`config.mk`:
```
export PLATFORM = sky130hd
export DESIGN_NAME = lhist_predictor
export DESIGN_NICKNAME = d
export VERILOG_FILES = /design/src/rtl/lhp_pkg.sv /design/src/rtl/lhp_index.sv /design/src/rtl/lhp_ctr_table.sv /design/src/rtl/lhp_hist_cache.sv /design/src/rtl/lhist_predictor.sv
export SDC_FILE = /design/constraint.sdc
export NUM_CORES = 1
export LEC_CHECK = 0
export BUFFER_PORTS_ARGS = -buffer_cell sky130_fd_sc_hd__buf_2
export CAP_MARGIN = 25
export CORE_MARGIN = 5
export CORE_UTILIZATION = 55
export CTS_CLUSTER_SIZE = 20
export DETAILED_ROUTE_END_ITERATION = 6
export PLACE_DENSITY = 0.74
export SLEW_MARGIN = 20
export SYNTH_ARGS = -nofsm -noshare
export SYNTH_HDL_FRONTEND = slang
export SYNTH_SLANG_ARGS = --single-unit
```
`constraint.sdc`:
```
create_clock -name clk -period 9.65 [get_ports clk]
set_clock_uncertainty 0.05 [all_clocks]
set_input_delay 1.93 -clock clk [delete_from_list [all_inputs] [get_ports clk]]
set_output_delay 1.93 -clock clk [all_outputs]
set_load 0.02 [all_outputs]
```
`src/rtl/lhp_pkg.sv`:
```
package lhp_pkg;
  typedef enum logic {
    IDX_CAT = 1'b0,
    IDX_XOR = 1'b1
  } idx_mode_e;
endpackage

```
`src/rtl/lhp_index.sv`:
```
module lhp_index
  import lhp_pkg::*;
#(
  parameter idx_mode_e MODE = IDX_CAT,
  parameter int HIST_W = 4,
  parameter int LOW_W = 2,
  parameter int IDX_W = 6
) (
  input  logic [HIST_W-1:0] hist,
  input  logic [LOW_W-1:0]  low,
  output logic [IDX_W-1:0]  idx
);
  generate
    if (MODE == IDX_XOR) begin : g_xor
      assign idx = hist ^ low;
    end else begin : g_cat
      assign idx = {hist, low};
    end
  endgenerate
endmodule

```
`src/rtl/lhp_ctr_table.sv`:
```
module lhp_ctr_table #(
  parameter int IDX_W = 6
) (
  input  logic             clk,
  input  logic             rst_n,
  input  logic [IDX_W-1:0] rd_idx,
  output logic             rd_taken,
  input  logic             wr_en,
  input  logic [IDX_W-1:0] wr_idx,
  input  logic             wr_taken
);
  localparam int DEPTH = 1 << IDX_W;

  logic [1:0] cnt [DEPTH];

  assign rd_taken = cnt[rd_idx][1];

  always_ff @(posedge clk) begin
    if (!rst_n) begin
      for (int i = 0; i < DEPTH; i++) cnt[i] <= 2'b10;
    end else if (wr_en) begin
      if (wr_taken && cnt[wr_idx] != 2'b11) cnt[wr_idx] <= cnt[wr_idx] + 2'd1;
      else if (!wr_taken && cnt[wr_idx] != 2'b00) cnt[wr_idx] <= cnt[wr_idx] - 2'd1;
    end
  end

  assert_sat_hi_R4: assert property (@(posedge clk) disable iff (!rst_n)
    (wr_en && wr_taken && cnt[wr_idx] == 2'b11) |=> cnt[$past(wr_idx)] == 2'b11);
  assert_sat_lo_R4: assert property (@(posedge clk) disable iff (!rst_n)
    (wr_en && !wr_taken && cnt[wr_idx] == 2'b00) |=> cnt[$past(wr_idx)] == 2'b00);
  assert_step_up_R4: assert property (@(posedge clk) disable iff (!rst_n)
    (wr_en && wr_taken && cnt[wr_idx] != 2'b11) |=>
      cnt[$past(wr_idx)] == 2'($past(cnt[wr_idx]) + 2'd1));
  assert_frozen_R8: assert property (@(posedge clk) disable iff (!rst_n)
    !wr_en |=> cnt[$past(rd_idx)] == $past(cnt[rd_idx]));
endmodule

```
`src/rtl/lhp_hist_cache.sv`:
```
module lhp_hist_cache #(
  parameter int ENTRIES = 4,
  parameter int TAG_W = 8,
  parameter int HIST_W = 4,
  parameter int ADDR_W = 16
) (
  input  logic              clk,
  input  logic              rst_n,
  input  logic              pd_en,
  input  logic [ADDR_W-1:0] pd_addr,
  input  logic              pd_taken,
  output logic              pd_hit,
  output logic [HIST_W-1:0] pd_hist,
  input  logic              rs_en,
  input  logic [ADDR_W-1:0] rs_addr,
  input  logic              rs_taken,
  input  logic              rs_mis,
  output logic              rs_hit,
  output logic [HIST_W-1:0] rs_hist
);
  localparam int RR_W = (ENTRIES > 1) ? $clog2(ENTRIES) : 1;

  logic [ENTRIES-1:0] val, sb, pd_match, rs_match;
  logic [TAG_W-1:0]   tag [ENTRIES];
  logic [HIST_W-1:0]  real_h [ENTRIES];
  logic [HIST_W-1:0]  spec_h [ENTRIES];
  logic [RR_W-1:0]    rr, pd_way, rs_way;
  logic [TAG_W-1:0]   pd_tag, rs_tag;
  logic [HIST_W-1:0]  real_next, pd_base;
  logic               fwd, alloc;

  always_comb begin
    pd_tag = '0;
    rs_tag = '0;
    for (int i = 0; i < ADDR_W; i++) begin
      pd_tag[i % TAG_W] = pd_tag[i % TAG_W] ^ pd_addr[i];
      rs_tag[i % TAG_W] = rs_tag[i % TAG_W] ^ rs_addr[i];
    end
  end

  genvar g;
  generate
    for (g = 0; g < ENTRIES; g++) begin : g_cmp
      assign pd_match[g] = val[g] && (tag[g] == pd_tag);
      assign rs_match[g] = val[g] && (tag[g] == rs_tag);
    end
  endgenerate

  always_comb begin
    pd_way = '0;
    rs_way = '0;
    for (int i = 0; i < ENTRIES; i++) begin
      if (pd_match[i]) pd_way = RR_W'(i);
      if (rs_match[i]) rs_way = RR_W'(i);
    end
  end

  assign pd_hit    = |pd_match;
  assign rs_hit    = |rs_match;
  assign rs_hist   = real_h[rs_way];
  assign real_next = {rs_hist[HIST_W-2:0], rs_taken};
  assign fwd       = rs_en && rs_hit && rs_mis && pd_hit && (rs_way == pd_way);
  assign pd_base   = sb[pd_way] ? spec_h[pd_way] : real_h[pd_way];
  assign pd_hist   = fwd ? real_next : pd_base;
  assign alloc     = rs_en && !rs_hit;

  always_ff @(posedge clk) begin
    if (!rst_n) begin
      val <= '0;
      sb  <= '0;
      rr  <= '0;
      for (int i = 0; i < ENTRIES; i++) begin
        tag[i]    <= '0;
        real_h[i] <= '0;
        spec_h[i] <= '0;
      end
    end else begin
      if (rs_en && rs_hit) begin
        real_h[rs_way] <= real_next;
        if (rs_mis) begin
          spec_h[rs_way] <= real_next;
          sb[rs_way]     <= 1'b0;
        end
      end
      if (pd_en && pd_hit) begin
        spec_h[pd_way] <= {pd_hist[HIST_W-2:0], pd_taken};
        sb[pd_way]     <= 1'b1;
      end
      if (alloc) begin
        val[rr]    <= 1'b1;
        tag[rr]    <= rs_tag;
        real_h[rr] <= '0;
        spec_h[rr] <= '0;
        sb[rr]     <= 1'b0;
        rr         <= (rr == RR_W'(ENTRIES - 1)) ? '0 : rr + 1'b1;
      end
    end
  end

  assert_one_pd_match_R2: assert property (@(posedge clk) disable iff (!rst_n)
    $onehot0(pd_match));
  assert_one_rs_match_R2: assert property (@(posedge clk) disable iff (!rst_n)
    $onehot0(rs_match));
  assert_alloc_zero_R3: assert property (@(posedge clk) disable iff (!rst_n)
    alloc |=> (real_h[$past(rr)] == '0) && val[$past(rr)]);
  assert_rr_hold_R3: assert property (@(posedge clk) disable iff (!rst_n)
    !alloc |=> $stable(rr));
  assert_repair_R10: assert property (@(posedge clk) disable iff (!rst_n)
    (rs_en && rs_hit && rs_mis && !(pd_en && pd_hit && pd_way == rs_way)) |=>
      (spec_h[$past(rs_way)] == real_h[$past(rs_way)]) && !sb[$past(rs_way)]);
endmodule

```
`src/rtl/lhist_predictor.sv`:
```
module lhist_predictor
  import lhp_pkg::*;
#(
  parameter int ADDR_W = 16,
  parameter int ENTRIES = 4,
  parameter int TAG_W = 8,
  parameter int HIST_W = 4,
  parameter int ADDR_BITS = 2,
  parameter idx_mode_e MODE = IDX_CAT
) (
  input  logic              clk,
  input  logic              rst_n,
  input  logic              pred_valid,
  input  logic [ADDR_W-1:0] pred_addr,
  output logic              pred_hit,
  output logic              pred_taken,
  input  logic              res_valid,
  input  logic [ADDR_W-1:0] res_addr,
  input  logic              res_taken,
  input  logic              res_mispredict
);
  localparam int LOW_W = (MODE == IDX_XOR) ? HIST_W : ADDR_BITS;
  localparam int IDX_W = (MODE == IDX_XOR) ? HIST_W : HIST_W + ADDR_BITS;

  logic              c_pd_hit, c_rs_hit, ctr_taken;
  logic [HIST_W-1:0] pd_hist, rs_hist;
  logic [IDX_W-1:0]  pd_idx, rs_idx;

  lhp_hist_cache #(
    .ENTRIES(ENTRIES), .TAG_W(TAG_W), .HIST_W(HIST_W), .ADDR_W(ADDR_W)
  ) u_cache (
    .clk(clk), .rst_n(rst_n),
    .pd_en(pred_valid), .pd_addr(pred_addr), .pd_taken(ctr_taken),
    .pd_hit(c_pd_hit), .pd_hist(pd_hist),
    .rs_en(res_valid), .rs_addr(res_addr), .rs_taken(res_taken),
    .rs_mis(res_mispredict), .rs_hit(c_rs_hit), .rs_hist(rs_hist)
  );

  lhp_index #(.MODE(MODE), .HIST_W(HIST_W), .LOW_W(LOW_W), .IDX_W(IDX_W)) u_pd_idx (
    .hist(pd_hist), .low(pred_addr[LOW_W-1:0]), .idx(pd_idx)
  );

  lhp_index #(.MODE(MODE), .HIST_W(HIST_W), .LOW_W(LOW_W), .IDX_W(IDX_W)) u_rs_idx (
    .hist(rs_hist), .low(res_addr[LOW_W-1:0]), .idx(rs_idx)
  );

  lhp_ctr_table #(.IDX_W(IDX_W)) u_ctr (
    .clk(clk), .rst_n(rst_n),
    .rd_idx(pd_idx), .rd_taken(ctr_taken),
    .wr_en(res_valid && c_rs_hit), .wr_idx(rs_idx), .wr_taken(res_taken)
  );

  assign pred_hit   = pred_valid && c_pd_hit;
  assign pred_taken = pred_hit && ctr_taken;
endmodule

```
==> summary.txt <==
Setup path
  • CP top delay family: compound AO/OA/AOI/OAI gates
  • Critical-path cell list: buf_2, xnor3_1, nand4_1, or3_1, nand2_1, o221ai_1, mux2i_1, mux2i_1, and2_0, o32ai_1, nor3b_1, a211oi_1, nor2_1, buf_2
  • CP Capture Point: pred_taken
  • Worst R2R End: u_ctr.cnt[17][0]
  • WP buf/inv: 2
  • Crit start category: input port
  • Crit path capture type: output pin
  • WP data arrival: 6.61 ns
  • Setup Crit Path Kind: in2out
  • Critical Path Max Stage Delay: 0.68 ns
  • Worst Setup SP: pred_addr[1]
  • Reg-to-reg startpoint: u_cache.tag[2][2]
  • R2R setup slack: about 3.2 ns
  • Required @ worst endpoint: about 7.7 ns
  • Worst-path fanout max: 20
  • R2r worst-path depth: 12
  • Slowest-stage cell, CP: mux2i_1
  • Worst path depth: 14

Placement
  • Dpl cell area: between 10,000 and 15,000 um^2
  • GP Congestion: between 0.9 and 1
  • Port Buf Inserts: 39
  • DP HPWL: around 22,000 um

Detailed routing
  • DR WL/cell: 23.9 um
  • Routed Antenna Nets: 0
  • Routed wire length: about 32,000 um
  • Drt pass-1 iters: 6
  • Post-route DRC: 0
  • Via count: approximately 9k
  • Via density: roughly 6.7
  • Initial DRC Count: around 1.1k

Synthesis
  • Synth top area share: between 40 and 50%
  • Sequential share of the synthesized area: 48.1%
  • Synthesized area per cell: around 12 um^2
  • Synth top area cells: edfxtp_1 (47%), xnor3_1 (11%), mux4_2 (8.7%), nor2_1 (4.3%), nand3_1 (3.4%)
  • Top cell type by total area after synthesis: edfxtp_1
  • Cells after Synth: ~1.0k
  • Synth Warn #: 0
  • Distinct cell type count after synthesis: 60
  • EDFF count, synth: 192
  • Mapped cell area: around 12,000 um^2
  • Ys async rst share: 0%
  • Seq cells post-synth: around 200
  • Post-synthesis net count: approximately 1.1k
  • Ys flop type: edfxtp_1

Job
  • Max-cap violations: 0

Global route
  • Grt total ovfl: 0
  • Grt met3 use: under 10%
  • Largest net degree at the start of global routing: 53
  • GRT Resource Usage Total: 24.8%
  • GR Util met1: 34.2%
  • GR met2 Demand/Resource: between 40 and 50%
  • Vias in the first global route: slightly below 9k
  • First-pass GRT wire length: 50,000 um
  • Initial antenna violation count: 0
  • Most Crowded Layer GR: met2

Clocking
  • Clock sink count: a little over 200
  • Hold buffers post-CTS: 0
  • Inserted Clock Buffers: 23
  • Post-CTS sizing: 0
  • Post-CTS setup repair buffer count: 0
  • Skew-Pair Late Insertion Delay: approximately 0.53 ns
  • Clock-pin slew on the worst setup and hold paths: ~0.06 ns
  • Max H-tree Level: 1
  • Clk root buf: clkbuf_16
  • TritonCTS clock tree: done
  • Clock tree buffer depth: 3

Power
  • Pwr/cell area: roughly 160 nW/um^2
  • Leakage power: between 4 and 5 nW
  • Max IR drop VDD: between 0.00015 and 0.0002 V
  • Final Power: around 2.1 mW

Floorplan
  • Die Span Y: around 160 um
  • Core area: about 22,000 um^2
  • Die width: between 150 and 200 um
  • Rows: 55
  • Total die area: approximately 26,000 um^2
  • I/O pin cnt: 40
  • Initial Util: a little under three fifths

Finish
  • Reg area: between 5000 and 6000 um^2
  • Multi-input logic area: between 6000 and 7000 um^2
  • Fraction of layout cells with a size suffix above 1: between 15 and 20%
  • Final instance area: around 13,000 um^2
  • Nets@finish: between 1k and 1.5k
  • Ant diodes: 0
  • Area grow syn2layout: 8.69%
  • Fillers: ~1.8k
  • Post-route core utilization: 60.0%

Timing
  • Worst-Margin Slew: ~1.1 ns
  • RSZ-0062 raised after global routing: no
  • TNS Setup: 0 ns
  • Final hold viol count: 0
  • Tcrit/Tclk final: between 80% and 90%
  • Setup violators final: 0
  • Final-report max-slew violation count: 0
  • Fin Hold WS: 0.465 ns
  • Fmax: 116 MHz
  • Final min period: 8.59 ns
  • Max_slew headroom: approximately 27%

Run status
  • Status: finished, final reports clean

Hold path
  • Hold path depth: 2
  • Worst min path class: reg2reg
kinds of logic after synthesis:
kind of cell               after synthesis  share of synthesized area [%]
muxes                                   92                           12.5
and+or+nand+nor                        412                           15.4
AOI/OAI and AO/OA                      159                           7.82
adders and majority gates                4                          0.404
DFF                                    202                           48.1
buffers and inverters                   97                           3.34
xor gates and xnor gates                78                           12.4
worst register-to-register path, cell delays in order, from the launching register on:
cell and delay (ns):
edfxtp_1 0.40, xnor3_1 0.38, nand4_1 0.29, or3_1 0.58, a211oi_1 0.55, o21ai_1 0.46, mux2_2 0.34, a31oi_1 0.07
or4_1 0.65, o211a_2 0.19, a21oi_4 0.75, nand3_1 0.91, o21ai_1 0.50
layout by cell type (no fill, tap or decap), drive strengths merged, types with 3 or more instances in the layout:
cell / netlist / final
a211oi: 11 / 11
a21oi: 18 / 18
a221oi: 3 / 3
a31o: 3 / 3
a31oi: 8 / 8
and2: 6 / 6
buf: 35 / 58
clkbuf: 44 / 25
clkinv: 0 / 11
dfxtp: 10 / 10
edfxtp: 192 / 192
ha: 4 / 4
inv: 18 / 19
mux2: 19 / 19
mux2i: 25 / 25
mux4: 48 / 48
nand2: 84 / 84
nand2b: 16 / 16
nand3: 84 / 84
nand3b: 4 / 4
nand4: 21 / 21
nor2: 144 / 144
nor3: 21 / 21
nor4: 11 / 11
o21ai: 84 / 84
o221ai: 5 / 5
o22ai: 12 / 12
o31ai: 4 / 4
or3: 9 / 9
or4: 3 / 3
xnor2: 14 / 14
xnor3: 62 / 62
synthesized netlist by cell type (2+ instances only):
cell type / number
xor2_1: 2
mux2_2: 17
a31oi_1: 7
buf_4: 2
or2_2: 2
o31ai_1: 4
o22ai_1: 12
clkbuf_2: 4
mux2i_1: 25
a21oi_1: 17
a211oi_1: 11
ha_1: 4
nor4_1: 11
o211ai_1: 2
nand2_1: 83
nand3_1: 84
or4_1: 3
and2_1: 5
a221oi_1: 3
nand4_1: 21
buf_1: 8
mux4_2: 48
dfxtp_1: 10
clkbuf_1: 40
inv_1: 18
a31o_2: 3
nor2_1: 143
buf_2: 24
o221ai_1: 5
or3_1: 9
and3_1: 2
xnor3_1: 62
xnor2_1: 14
nor2b_1: 2
nor3_2: 2
nand2b_1: 16
nand3b_1: 4
mux2_1: 2
o21ai_1: 36
o21ai_0: 48
nor3_1: 19
edfxtp_1: 192
metrics by stage:
step                      setup WS (ns)  instances
after floorplan                    2.01       1044
after global placement             1.31       1308
after detailed placement           1.17       1308
after CTS                          1.12       1348
after global routing              0.600       1348
final                              1.06       1348
final cells by class:
type,instances,area share (%)
clock buffer,25,4.33
inverter,18,0.502
multi-input combinational,745,44.7
tap,285,2.65
clock inverter,15,1.00
timing repair buffer,58,2.51
sequential,202,44.3
power breakdown:
group / internal (mW) / leakage, nW / switching [mW]
Clock: 0.490 / 0.353 / 0.355
Sequential: 0.986 / 1.84 / 0.0159
Combinational: 0.121 / 2.60 / 0.151
Total: 1.60 / 4.79 / 0.522
state kept, by name, indices dropped and copies added, names as in the netlist:
name            flops
u_ctr.cnt         128
u_cache.val         4
u_cache.rr          2
u_cache.spec_h     16
u_cache.tag        32
u_cache.sb          4
u_cache.real_h     16
worst min-delay path by stage:
stage	from	end	slack (ns)
2_1_floorplan	u_cache.val[0]	u_cache.val[0]	0.40
3_3_place_gp	u_cache.sb[1]	u_cache.sb[1]	0.44
3_5_place_dp	u_cache.sb[1]	u_cache.sb[1]	0.45
4_1_cts	u_cache.sb[1]	u_cache.sb[1]	0.46
5_1_grt	u_cache.sb[1]	u_cache.sb[1]	0.51
6_report	u_cache.val[3]	u_cache.val[3]	0.47
metal layers:
| metal | vias up | wire [um] |
|---|---|---|
| met5 | - | 0 |
| met4 | 0 | 1100 |
| met3 | 94 | 3150 |
| met2 | 559 | 15600 |
| met1 | 4344 | 12400 |
| li1 | 3970 | - |
Power figures use the tool's default switching activity.
